===== config.mk =====
export PLATFORM = sky130hd
export DESIGN_NAME = ld_wait_pred
export DESIGN_NICKNAME = d
export VERILOG_FILES = /design/src/rtl/ldwp_pkg.sv /design/src/rtl/ldwp_table.sv /design/src/rtl/ldwp_stq.sv /design/src/rtl/ldwp_ldq.sv /design/src/rtl/ld_wait_pred.sv
export SDC_FILE = /design/constraint.sdc
export NUM_CORES = 1
export LEC_CHECK = 0
export ABC_CLOCK_PERIOD_IN_PS = 7040
export CELL_PAD_IN_SITES_DETAIL_PLACEMENT = 1
export CELL_PAD_IN_SITES_GLOBAL_PLACEMENT = 1
export CORE_UTILIZATION = 49
export DETAILED_ROUTE_END_ITERATION = 16
export HOLD_SLACK_MARGIN = 0.02
export PLACE_DENSITY = 0.81
export SLEW_MARGIN = 20
export SYNTH_ARGS = -nofsm -noshare
export SYNTH_HDL_FRONTEND = slang
export SYNTH_SLANG_ARGS = --single-unit

===== constraint.sdc =====
create_clock -name clk -period 7.04 [get_ports clk]
set_input_delay 1.056 -clock clk [delete_from_list [all_inputs] [get_ports clk]]
set_output_delay 1.056 -clock clk [all_outputs]
set_load 0.01 [all_outputs]

===== src/rtl/ldwp_pkg.sv =====
package ldwp_pkg;
  // Address bits below this position fall inside one 8-byte block.
  localparam int BLK_LSB = 3;
  // Table index starts above the instruction-alignment bits of the PC.
  localparam int PC_IDX_LSB = 2;

  // True when sequence a is strictly younger than b in a w-bit wrapping space.
  function automatic logic seq_younger(input logic [31:0] a, input logic [31:0] b,
                                       input int w);
    logic [31:0] d;
    d = (a - b) << (32 - w);
    return (d != 32'd0) && !d[31];
  endfunction
endpackage


===== src/rtl/ldwp_table.sv =====
module ldwp_table #(
  parameter int IDX_W = 6,
  parameter int AGE_W = 12
) (
  input  logic             clk,
  input  logic             rst,
  input  logic [IDX_W-1:0] rd_idx,
  output logic             rd_wait,
  input  logic             wr_en,
  input  logic [IDX_W-1:0] wr_idx
);
  localparam int ENTRIES = 1 << IDX_W;

  logic [ENTRIES-1:0] wait_bits;
  logic [AGE_W-1:0]   age_cnt;

  always_ff @(posedge clk) begin
    if (rst) begin
      wait_bits <= '0;
      age_cnt   <= '0;
    end else begin
      age_cnt <= age_cnt + 1'b1;
      if (age_cnt == '1) wait_bits <= '0;
      if (wr_en) wait_bits[wr_idx] <= 1'b1;
    end
  end

  // A training write in the same cycle is seen by the query.
  assign rd_wait = wait_bits[rd_idx] | (wr_en && (wr_idx == rd_idx));


  train_set_chk: assert property (@(posedge clk) disable iff (rst)
    wr_en |=> wait_bits[$past(wr_idx)]);


  age_clear_chk: assert property (@(posedge clk) disable iff (rst)
    (age_cnt == '1 && !wr_en) |=> (wait_bits == '0));
endmodule


===== src/rtl/ldwp_stq.sv =====
module ldwp_stq #(
  parameter int SQ    = 4,
  parameter int SEQ_W = 4
) (
  input  logic                       clk,
  input  logic                       rst,
  input  logic                       alloc_v,
  input  logic [$clog2(SQ)-1:0]      alloc_slot,
  input  logic [SEQ_W-1:0]           alloc_seq,
  input  logic                       addr_v,
  input  logic [$clog2(SQ)-1:0]      addr_slot,
  input  logic                       data_v,
  input  logic [$clog2(SQ)-1:0]      data_slot,
  output logic [SQ-1:0]              pend_n,
  output logic [SQ-1:0][SEQ_W-1:0]   seq_n,
  output logic [SEQ_W-1:0]           addr_seq
);
  localparam int SSW = $clog2(SQ);

  logic [SQ-1:0]            valid_q, adone_q, ddone_q;
  logic [SQ-1:0]            adone_n, ddone_n;
  logic [SQ-1:0][SEQ_W-1:0] seq_q;

  always_comb begin
    for (int i = 0; i < SQ; i++) begin
      pend_n[i]  = valid_q[i];
      adone_n[i] = adone_q[i];
      ddone_n[i] = ddone_q[i];
      seq_n[i]   = seq_q[i];
      if (alloc_v && alloc_slot == SSW'(i)) begin
        pend_n[i]  = 1'b1;
        adone_n[i] = 1'b0;
        ddone_n[i] = 1'b0;
        seq_n[i]   = alloc_seq;
      end
      if (addr_v && addr_slot == SSW'(i)) adone_n[i] = 1'b1;
      if (data_v && data_slot == SSW'(i)) ddone_n[i] = 1'b1;
      // A store retires once both of its micro-ops are done.
      if (adone_n[i] && ddone_n[i]) pend_n[i] = 1'b0;
    end
  end

  always_ff @(posedge clk) begin
    if (rst) begin
      valid_q <= '0;
      adone_q <= '0;
      ddone_q <= '0;
      seq_q   <= '0;
    end else begin
      valid_q <= pend_n;
      adone_q <= adone_n;
      ddone_q <= ddone_n;
      seq_q   <= seq_n;
    end
  end

  assign addr_seq = seq_q[addr_slot];


  for (genvar g = 0; g < SQ; g++) begin : g_chk
    st_retire_chk: assert property (@(posedge clk) disable iff (rst)
      (valid_q[g] && adone_q[g] && data_v && data_slot == SSW'(g)
       && !(alloc_v && alloc_slot == SSW'(g))) |=> !valid_q[g]);
  end
endmodule


===== src/rtl/ldwp_ldq.sv =====
module ldwp_ldq
  import ldwp_pkg::*;
#(
  parameter int LQ     = 4,
  parameter int SQ     = 4,
  parameter int SEQ_W  = 4,
  parameter int BLK_W  = 13,
  parameter int IDX_W  = 6
) (
  input  logic                       clk,
  input  logic                       rst,
  input  logic                       alloc_v,
  input  logic [$clog2(LQ)-1:0]      alloc_slot,
  input  logic [SEQ_W-1:0]           alloc_seq,
  input  logic [IDX_W-1:0]           alloc_idx,
  input  logic                       alloc_wait,
  input  logic                       issue_v,
  input  logic [$clog2(LQ)-1:0]      issue_slot,
  input  logic [BLK_W-1:0]           issue_blk,
  input  logic                       free_v,
  input  logic [$clog2(LQ)-1:0]      free_slot,
  input  logic                       st_addr_v,
  input  logic [BLK_W-1:0]           st_addr_blk,
  input  logic [SEQ_W-1:0]           st_addr_seq,
  input  logic [SQ-1:0]              st_pend_n,
  input  logic [SQ-1:0][SEQ_W-1:0]   st_seq_n,
  output logic                       train_en,
  output logic [IDX_W-1:0]           train_idx,
  output logic [LQ-1:0]              ready_q,
  output logic                       viol_v,
  output logic [LQ-1:0]              viol_mask
);
  localparam int LSW = $clog2(LQ);

  logic [LQ-1:0]             valid_q, issued_q, wait_q;
  logic [LQ-1:0]             valid_n, issued_n, wait_n, ready_n, hit;
  logic [LQ-1:0][SEQ_W-1:0]  seq_q, seq_n;
  logic [LQ-1:0][IDX_W-1:0]  idx_q, idx_n;
  logic [LQ-1:0][BLK_W-1:0]  blk_q, blk_n;

  // Ordering check against the store address resolving this cycle.
  always_comb begin
    train_en  = 1'b0;
    train_idx = '0;
    for (int i = LQ - 1; i >= 0; i--) begin
      hit[i] = valid_q[i] && issued_q[i] && st_addr_v
               && (blk_q[i] == st_addr_blk)
               && seq_younger(32'(seq_q[i]), 32'(st_addr_seq), SEQ_W);
      if (hit[i]) begin
        train_en  = 1'b1;
        train_idx = idx_q[i];
      end
    end
  end

  always_comb begin
    for (int i = 0; i < LQ; i++) begin
      valid_n[i]  = valid_q[i];
      issued_n[i] = issued_q[i];
      wait_n[i]   = wait_q[i];
      seq_n[i]    = seq_q[i];
      idx_n[i]    = idx_q[i];
      blk_n[i]    = blk_q[i];
      if (alloc_v && alloc_slot == LSW'(i)) begin
        valid_n[i]  = 1'b1;
        issued_n[i] = 1'b0;
        wait_n[i]   = alloc_wait;
        seq_n[i]    = alloc_seq;
        idx_n[i]    = alloc_idx;
      end
      if (issue_v && issue_slot == LSW'(i)) begin
        issued_n[i] = 1'b1;
        blk_n[i]    = issue_blk;
      end
      if (hit[i]) begin
        issued_n[i] = 1'b0;
        wait_n[i]   = 1'b1;
      end
      if (free_v && free_slot == LSW'(i)) valid_n[i] = 1'b0;
    end
  end

  always_comb begin
    for (int i = 0; i < LQ; i++) begin
      logic blocked;
      blocked = 1'b0;
      for (int j = 0; j < SQ; j++) begin
        if (st_pend_n[j] && seq_younger(32'(seq_n[i]), 32'(st_seq_n[j]), SEQ_W))
          blocked = 1'b1;
      end
      ready_n[i] = valid_n[i] && !issued_n[i] && !(wait_n[i] && blocked);
    end
  end

  always_ff @(posedge clk) begin
    if (rst) begin
      valid_q   <= '0;
      issued_q  <= '0;
      wait_q    <= '0;
      seq_q     <= '0;
      idx_q     <= '0;
      blk_q     <= '0;
      ready_q   <= '0;
      viol_v    <= 1'b0;
      viol_mask <= '0;
    end else begin
      valid_q   <= valid_n;
      issued_q  <= issued_n;
      wait_q    <= wait_n;
      seq_q     <= seq_n;
      idx_q     <= idx_n;
      blk_q     <= blk_n;
      ready_q   <= ready_n;
      viol_v    <= |hit;
      viol_mask <= hit;
    end
  end

  for (genvar g = 0; g < LQ; g++) begin : g_chk

    issue_drops_ready_chk: assert property (@(posedge clk) disable iff (rst)
      (issue_v && issue_slot == LSW'(g)) |=> !ready_q[g]);

    viol_needs_issue_chk: assert property (@(posedge clk) disable iff (rst)
      viol_mask[g] |-> $past(issued_q[g]));
  end
endmodule


===== src/rtl/ld_wait_pred.sv =====
module ld_wait_pred
  import ldwp_pkg::*;
#(
  parameter int LQ_DEPTH = 4,
  parameter int SQ_DEPTH = 4,
  parameter int SEQ_W    = 4,
  parameter int ADDR_W   = 16,
  parameter int PC_W     = 16,
  parameter int IDX_W    = 6,
  parameter int AGE_W    = 12
) (
  input  logic                        clk,
  input  logic                        rst,
  input  logic                        st_alloc_valid,
  input  logic [$clog2(SQ_DEPTH)-1:0] st_alloc_slot,
  input  logic [SEQ_W-1:0]            st_alloc_seq,
  input  logic                        st_addr_valid,
  input  logic [$clog2(SQ_DEPTH)-1:0] st_addr_slot,
  input  logic [ADDR_W-1:0]           st_addr,
  input  logic                        st_data_valid,
  input  logic [$clog2(SQ_DEPTH)-1:0] st_data_slot,
  input  logic                        ld_alloc_valid,
  input  logic [$clog2(LQ_DEPTH)-1:0] ld_alloc_slot,
  input  logic [SEQ_W-1:0]            ld_alloc_seq,
  input  logic [PC_W-1:0]             ld_alloc_pc,
  input  logic                        ld_issue_valid,
  input  logic [$clog2(LQ_DEPTH)-1:0] ld_issue_slot,
  input  logic [ADDR_W-1:0]           ld_issue_addr,
  input  logic                        ld_free_valid,
  input  logic [$clog2(LQ_DEPTH)-1:0] ld_free_slot,
  output logic [LQ_DEPTH-1:0]         ld_ready,
  output logic                        viol_valid,
  output logic [LQ_DEPTH-1:0]         viol_mask
);
  localparam int BLK_W   = ADDR_W - BLK_LSB;
  localparam int IDX_MSB = PC_IDX_LSB + IDX_W - 1;

  logic [SQ_DEPTH-1:0]            st_pend_n;
  logic [SQ_DEPTH-1:0][SEQ_W-1:0] st_seq_n;
  logic [SEQ_W-1:0]               st_addr_seq;
  logic                           train_en, pred_wait;
  logic [IDX_W-1:0]               train_idx, query_idx;

  // Bits outside the block index and the table index carry no information here.
  logic unused_bits;
  assign unused_bits = ^{st_addr[BLK_LSB-1:0], ld_issue_addr[BLK_LSB-1:0],
                         ld_alloc_pc[PC_W-1:IDX_MSB+1], ld_alloc_pc[PC_IDX_LSB-1:0]};

  assign query_idx = ld_alloc_pc[IDX_MSB:PC_IDX_LSB];

  ldwp_table #(.IDX_W(IDX_W), .AGE_W(AGE_W)) u_table (
    .clk     (clk),
    .rst     (rst),
    .rd_idx  (query_idx),
    .rd_wait (pred_wait),
    .wr_en   (train_en),
    .wr_idx  (train_idx)
  );

  ldwp_stq #(.SQ(SQ_DEPTH), .SEQ_W(SEQ_W)) u_stq (
    .clk        (clk),
    .rst        (rst),
    .alloc_v    (st_alloc_valid),
    .alloc_slot (st_alloc_slot),
    .alloc_seq  (st_alloc_seq),
    .addr_v     (st_addr_valid),
    .addr_slot  (st_addr_slot),
    .data_v     (st_data_valid),
    .data_slot  (st_data_slot),
    .pend_n     (st_pend_n),
    .seq_n      (st_seq_n),
    .addr_seq   (st_addr_seq)
  );

  ldwp_ldq #(.LQ(LQ_DEPTH), .SQ(SQ_DEPTH), .SEQ_W(SEQ_W), .BLK_W(BLK_W),
             .IDX_W(IDX_W)) u_ldq (
    .clk         (clk),
    .rst         (rst),
    .alloc_v     (ld_alloc_valid),
    .alloc_slot  (ld_alloc_slot),
    .alloc_seq   (ld_alloc_seq),
    .alloc_idx   (query_idx),
    .alloc_wait  (pred_wait),
    .issue_v     (ld_issue_valid),
    .issue_slot  (ld_issue_slot),
    .issue_blk   (ld_issue_addr[ADDR_W-1:BLK_LSB]),
    .free_v      (ld_free_valid),
    .free_slot   (ld_free_slot),
    .st_addr_v   (st_addr_valid),
    .st_addr_blk (st_addr[ADDR_W-1:BLK_LSB]),
    .st_addr_seq (st_addr_seq),
    .st_pend_n   (st_pend_n),
    .st_seq_n    (st_seq_n),
    .train_en    (train_en),
    .train_idx   (train_idx),
    .ready_q     (ld_ready),
    .viol_v      (viol_valid),
    .viol_mask   (viol_mask)
  );
endmodule


Yosys cells after proc, flatten, opt, wreduce, memory -nomap -nowiden
Cells that the tools add are included.
Word-level totals
  bits in registers: 217
  latch bits: 0
  RAM bits: 0
  memory bits (read-only): 0
  bits of input ports: 76
  output and inout bits: 9
  logic and storage cells: 320
  memories: 0
Operators by class
  $add $sub $neg: 21
  multipliers: 0
  div/mod/pow operators: 0
  $lt $le $gt $ge: 4
  equality and inequality tests: 24
  shift operators: 0
  muxes and demuxes: 93
  bitwise logic cells: 2
  reduce and logical (&&, ||, !) cells: 149
Operators by type and width (count)
  nonzero test 32 bit: 20
  two-way mux 64 bit: 3
  logical AND 1 bit: 94
  subtractor 4 bit: 20
  two-way mux 1 bit: 74
  bitwise OR 64 bit: 1
  equality test 13 bit: 4
  two-way mux 4 bit: 9
  logical NOT 1 bit: 28
  equality test 2 bit (second input constant): 12
  two-way mux 6 bit: 4
  < comparator 6 x 7 -> 1 bit (second input constant): 2
  adder 12 x 1 -> 12 bit (second input constant): 1
  equality test 12 bit (second input constant): 1
  equality test 2 x 1 -> 1 bit (second input constant): 6
  logical NOT 2 bit: 6
  binary-select mux 4 bit (select 2 bit): 1
  binary-select mux 1 bit (select 6 bit): 1
  demux 1 bit (select 6 bit): 1
  equality test 6 bit: 1
  >= comparator 6 x 1 -> 1 bit (second input constant): 1
  OR reduction 4 bit: 1
  < comparator 2 x 3 -> 1 bit (second input constant): 1
  bitwise OR 1 bit: 1

Depth between registers and ports, before layout
  depth after elaboration: 18
  mapped depth: 17
  gate-level depth less buffers: 13

Modules after synthesis
From an unflattened synthesis, not the netlist that was laid out.
Unflattened totals
  cells, all modules: 1330
  area total of the unflattened synthesis: 11895.2 um^2
By module, submodules not included
  ldwp_ldq: instances 1, cells each 883, area each 7231.9 um^2, seq. area each 2262.2 um^2
  ldwp_table: instances 1, cells each 339, area each 3452.1 um^2, seq. area each 1521.5 um^2
  ldwp_stq: instances 1, cells each 108, area each 1211.2 um^2, seq. area each 560.5 um^2

Least setup slack after synthesis
OpenSTA, ideal clock, no wires.
  path kind: input to register
  from: input port st_addr_slot[1]
  to: register u_ldq.ready_q[0]
  library setup time: 0.116 ns
  arrival time: 4.380 ns
  required time: 6.924 ns
  slack: 2.545 ns
  stages on the path: 15
  buffers on the path: 2
  path through: buf_2 > mux4_2 > ha_1 > inv_1 > fa_1 > nor2b_1 > a211o_1 > nand4bb_1 > clkbuf_1 > o2111ai_1 > a21boi_0 > o221ai_1 > a211o_1 > a2111o_1 > and3_1
On the way
  cells in the longest elaborated chain, start to end: 18
  elaborated cells on any way between the ends: 69
  classes of those cells: 4 x add/sub; 4 x eq/ne; 25 x mux; 1 x bitwise; 35 x reduce/logical
Ends and longest elaborated chain
  start, declared: RTL line ld_wait_pred.sv:18  | input logic [$clog2(SQ_DEPTH)-1:0] st_addr_slot,
  binary-select mux 4 bit (select 2 bit): RTL line ldwp_stq.sv:57  | assign addr_seq = seq_q[addr_slot];
  two-way mux 4 bit (implied by the code): RTL line ldwp_stq.sv:57
  subtractor 4 bit: RTL line ldwp_pkg.sv:11  | d = (a - b) << (32 - w);
  nonzero test 32 bit / logical NOT 1 bit (equally long branches): RTL line ldwp_pkg.sv:12  | return (d != 32'd0) && !d[31];
  logical AND 1 bit: RTL line ldwp_pkg.sv:12
  logical AND 1 bit: RTL line ldwp_ldq.sv:48  | && seq_younger(32'(seq_q[i]), 32'(st_addr_seq), SEQ_W);
  two-way mux 6 bit (4 in a row): RTL line ldwp_ldq.sv:49  | if (hit[i]) begin
  equality test 6 bit: RTL line ldwp_table.sv:29  | assign rd_wait = wait_bits[rd_idx] | (wr_en && (wr_idx == rd_idx));
  logical AND 1 bit: RTL line ldwp_table.sv:29
  bitwise OR 1 bit: RTL line ldwp_table.sv:29
  two-way mux 1 bit: RTL line ldwp_ldq.sv:64  | if (alloc_v && alloc_slot == LSW'(i)) begin
  two-way mux 1 bit: RTL line ldwp_ldq.sv:75  | if (hit[i]) begin
  logical AND 1 bit: RTL line ldwp_ldq.sv:91  | ready_n[i] = valid_n[i] && !issued_n[i] && !(wait_n[i] && blocked);
  logical NOT 1 bit: RTL line ldwp_ldq.sv:91
  logical AND 1 bit (*): RTL line ldwp_ldq.sv:91
  end signal, assigned: RTL line ldwp_ldq.sv:113  | ready_q <= ready_n;
  end, declared: RTL line ldwp_ldq.sv:29  | output logic [LQ-1:0] ready_q,
Mark *: on every way between the ends. The rest lies on a longest branch, timed or not. The select of a mux whose other input is x is not followed.
A chain may end at the register's enable or synchronous reset.

Worst setup path in the final report
  from: input port st_addr_slot[1]
  to: register u_table.wait_bits[24]
On the way
  cells in the longest elaborated chain, start to end: 16
  elaborated cells on any way between the ends: 37
  classes of those cells: 4 x add/sub; 2 x order compare; 13 x mux; 1 x bitwise; 17 x reduce/logical
Ends and longest elaborated chain
  binary-select mux 4 bit (select 2 bit) (*): RTL line ldwp_stq.sv:57
  two-way mux 4 bit (implied by the code) (*): RTL line ldwp_stq.sv:57
  subtractor 4 bit: RTL line ldwp_pkg.sv:11
  nonzero test 32 bit / logical NOT 1 bit (equally long branches): RTL line ldwp_pkg.sv:12
  logical AND 1 bit: RTL line ldwp_pkg.sv:12
  logical AND 1 bit: RTL line ldwp_ldq.sv:48
  two-way mux 6 bit (4 in a row): RTL line ldwp_ldq.sv:49
  < comparator 6 x 7 -> 1 bit (implied by the code) / >= comparator 6 x 1 -> 1 bit (equally long branches): RTL line ldwp_table.sv:24  | if (wr_en) wait_bits[wr_idx] <= 1'b1;
  logical AND 1 bit (implied by the code): RTL line ldwp_table.sv:24
  two-way mux 1 bit (implied by the code): RTL line ldwp_table.sv:24
  demux 1 bit (select 6 bit)
  bitwise OR 64 bit (no source line)
  two-way mux 64 bit (*): RTL line ldwp_table.sv:24
  end signal, assigned: RTL line ldwp_table.sv:19  | wait_bits <= '0;
  end signal, assigned: RTL line ldwp_table.sv:23  | if (age_cnt == '1) wait_bits <= '0;
  end signal, assigned by index: RTL line ldwp_table.sv:24
  end, declared: RTL line ldwp_table.sv:14  | logic [ENTRIES-1:0] wait_bits;
Marks and branches as above.

==> flow_summary_export.csv <==
group,metric,value,unit
run_status,status,"complete, no violations",
critical_path,crit_required,7.48,ns
final_layout,areaGrowthSynthToFinish,14.2,%
global_route,grt_pass1_wl,59300,microns
critical_path,path_buf_inv,3,
critical_path,path_cells,"clkdlybuf4s50_1, mux4_2, inv_1, fa_1, nor2b_1, a211oi_1, nand4_1, or2_1, inv_1, o31a_1, nor3_1, nand2b_1, o21ai_0",
final_layout,drive_above_1_share,0.0698,
sta,setup_violations,0,
clock_tree,htreeDepth,1,
floorplan,dieArea,0.0255,sq mm
pwr,p_leak,5.28,nW
sta,worst_hold_slack,0.445,ns
routing,drt-initial-drc-count,531,
run,drv_cap,0,
hold_path,hold_path.class,"reg2reg",
floorplan,die_width,160,microns
logic_synthesis,async_reset_ff_frac,0,
sta,rsz0062_at_grt,"no",
final_layout,n_fill_cell,2818,
logic_synthesis,synth.distinct_cells,75,
logic_synthesis,synth_edf_count,0,
place,dp_hpwl,26800,microns
routing,routed_via_density,5.90,
global_route,antenna_found_initial,1,
clock_tree,ctsHoldBuffers,0,
clock_tree,cts-resized-gates,0,
logic_synthesis,synth_area,0.0122,sq mm
pwr,p_per_area,220,mW/mm^2
critical_path,critPathMaxStageDelay,0.70,ns
critical_path,cpMostUsedCell,"inv_1",
critical_path,crit_arrival,5.84,ns
global_route,grtUsageTotal,0.292,
place,routabilityCongestion,0.875,
clock_tree,cts_num_sinks,217,
clock_tree,cts-root-buf,"clkbuf_16",
clock_tree,cts_setup_buffers,0,
pwr,power_frac_seq,0.417,
logic_synthesis,synth-seq-cells,217,
pwr,power.switching,0.833,mW
floorplan,dieHeight,160,microns
floorplan,start_util,0.500,
critical_path,path_class,"in2reg",
global_route,grt_pass1_vias,11043,
critical_path,critical_path.endpoint_type,"flop",
sta,clock_skew,0.0137,ns
clock_tree,numCtsBuffers,26,
final_layout,fin_nets,1585,
floorplan,coreArea,0.0244,sq mm
logic_synthesis,ys_seq_area_frac,0.356,
global_route,grt_overflow_total,0,
critical_path,crit_family,"simple AND/OR/NAND/NOR gates",
critical_path,r2r_slack,2.65,ns
clock_tree,cts_tree,"built",
routing,drtAntennaViolNets,0,
clock_tree,insertion_delay,0.53,ns
routing,vias,10442,
sta,setup_tns,0,ns
routing,wl_per_cell,20.9,microns
critical_path,crit_path_start_kind,"input pin",
sta,hold_viol_final,0,
critical_path,cp_max_fo,16,
critical_path,cp_slowest_cell,"clkdlybuf4s50_1",
routing,firstDrtPassIters,4,
final_layout,fin_util,0.571,
logic_synthesis,yosysWarnings,0,
sta,post-route-period-util,0.767,
sta,slew_violations,0,
place,io_buffers,68,
global_route,grt_max_degree,99,
floorplan,ios,85,
sta,layout_min_cycle_time,5.40,ns
final_layout,final_common_cell,"nand2_1",
pwr,max-vdd-ir-drop,0.209,mV
pwr,switching_share,0.272,
floorplan,rows,57,
sta,tightest_slew,0.879,ns
logic_synthesis,syn-num-nets,1544,
routing,drc,0,
clock_tree,cts_buffer_depth,3,
pwr,internal_power,2.23,mW
sta,fmaxAchievable,0.185,GHz
logic_synthesis,avgSynthCellArea,8.80,sq um
logic_synthesis,synthFlopType,"dfxtp_1",
pwr,power_frac_clock,0.421,
final_layout,final_cell_mix,"230 x nand2_1, 217 x dfxtp_1, 136 x a21oi_1",
sta,slew-limit-headroom,0.397,
routing,routed_wl,37000,microns
logic_synthesis,postSynthCellCount,1387,
final_layout,n_antenna_cell,0,
clock_tree,clk_pin_slew,0.06,ns
pwr,pwr-share-comb,0.162,
==> stage by stage <==
step                total power, mW  instances  setup WS (ns)  instance area (sq um)
floorplan                      1.63       1387           2.54                  12200
global placement               1.77       1724           1.23                  13100
detailed placement             1.80       1724           1.19                  13100
CTS                            3.08       1770           1.66                  13900
global route                   3.19       1770           1.25                  13900
finish                         3.07       1770           1.64                  13900
==> power by group through the flow <==
stage	Sequential, mW	Combinational [mW]	Clock (mW)
2_1_floorplan	1.30	0.331	0
3_3_place_gp	1.30	0.470	0
3_5_place_dp	1.30	0.491	0
4_1_cts	1.28	0.498	1.31
5_1_grt	1.28	0.547	1.36
6_report	1.28	0.498	1.29
==> metal layers <==
metal	global-route usage	vias up	routed length [microns]
met3	0.0392	88	1680
met4	0.110	2	1260
met1	0.361	5168	15900
li1	-	4953	-
met5	0	-	13
met2	0.518	231	18200
==> sequential cells by signal, indices dropped and copies added, names as in the netlist <==
name               cells
u_stq.ddone_q          4
u_stq.valid_q          4
u_ldq.valid_q          4
u_table.wait_bits     64
u_ldq.viol_v           1
u_ldq.blk_q           52
u_ldq.seq_q           16
u_ldq.wait_q           4
u_stq.adone_q          4
u_table.age_cnt       12
u_ldq.ready_q          4
u_ldq.viol_mask        4
u_ldq.idx_q           24
u_ldq.issued_q         4
u_stq.seq_q           16
==> path summary, 6_finish.rpt <==
path | startpoint | end | depth (start not counted)
worst max-delay path | st_addr_slot[1] | u_table.wait_bits[24]$_SDFF_PP0_ | 13
worst min-delay path | u_table.age_cnt[0]$_SDFF_PP0_ | u_table.age_cnt[0]$_SDFF_PP0_ | 1
worst max register to register | u_stq.seq_q[5]$_SDFF_PP0_ | u_table.wait_bits[24]$_SDFF_PP0_ | 12
worst min register to register | u_table.age_cnt[0]$_SDFF_PP0_ | u_table.age_cnt[0]$_SDFF_PP0_ | 1
==> cell type report <==
cell class	count	area, sq um	area share
multi-input combinational	1054	7410	0.531
tap	324	405	0.0291
timing repair buffer	83	795	0.0570
inverter	46	173	0.0124
clock buffer	41	758	0.0544
clock inverter	5	53.8	0.00386
sequential	217	4340	0.312
==> logic make-up after synthesis <==
| group | count (synthesis) | share of synthesized area |
|---|---|---|
| buffers and inverters | 116 | 0.0389 |
| xor gates and xnor gates | 127 | 0.0992 |
| DFF | 217 | 0.356 |
| and+or+nand+nor | 502 | 0.195 |
| muxes | 50 | 0.0675 |
| AOI/OAI and AO/OA | 294 | 0.148 |
| adders and majority gates | 81 | 0.0953 |
==> synthesized netlist by cell type, drive strengths merged (22+ instances only) <==
cell    instances  area (sq um)
nor4           22           150
a21o           23           173
clkbuf         55           206
nand3          26           130
xor2           67           587
dfxtp         217          4340
nor2           88           333
nand2         230           863
mux4           25           563
ha             61           763
a21oi         136           681
nor3           36           180
o21ai          41           205
xnor2          53           464
inv            45           169
(Power assumes the default switching activity.)
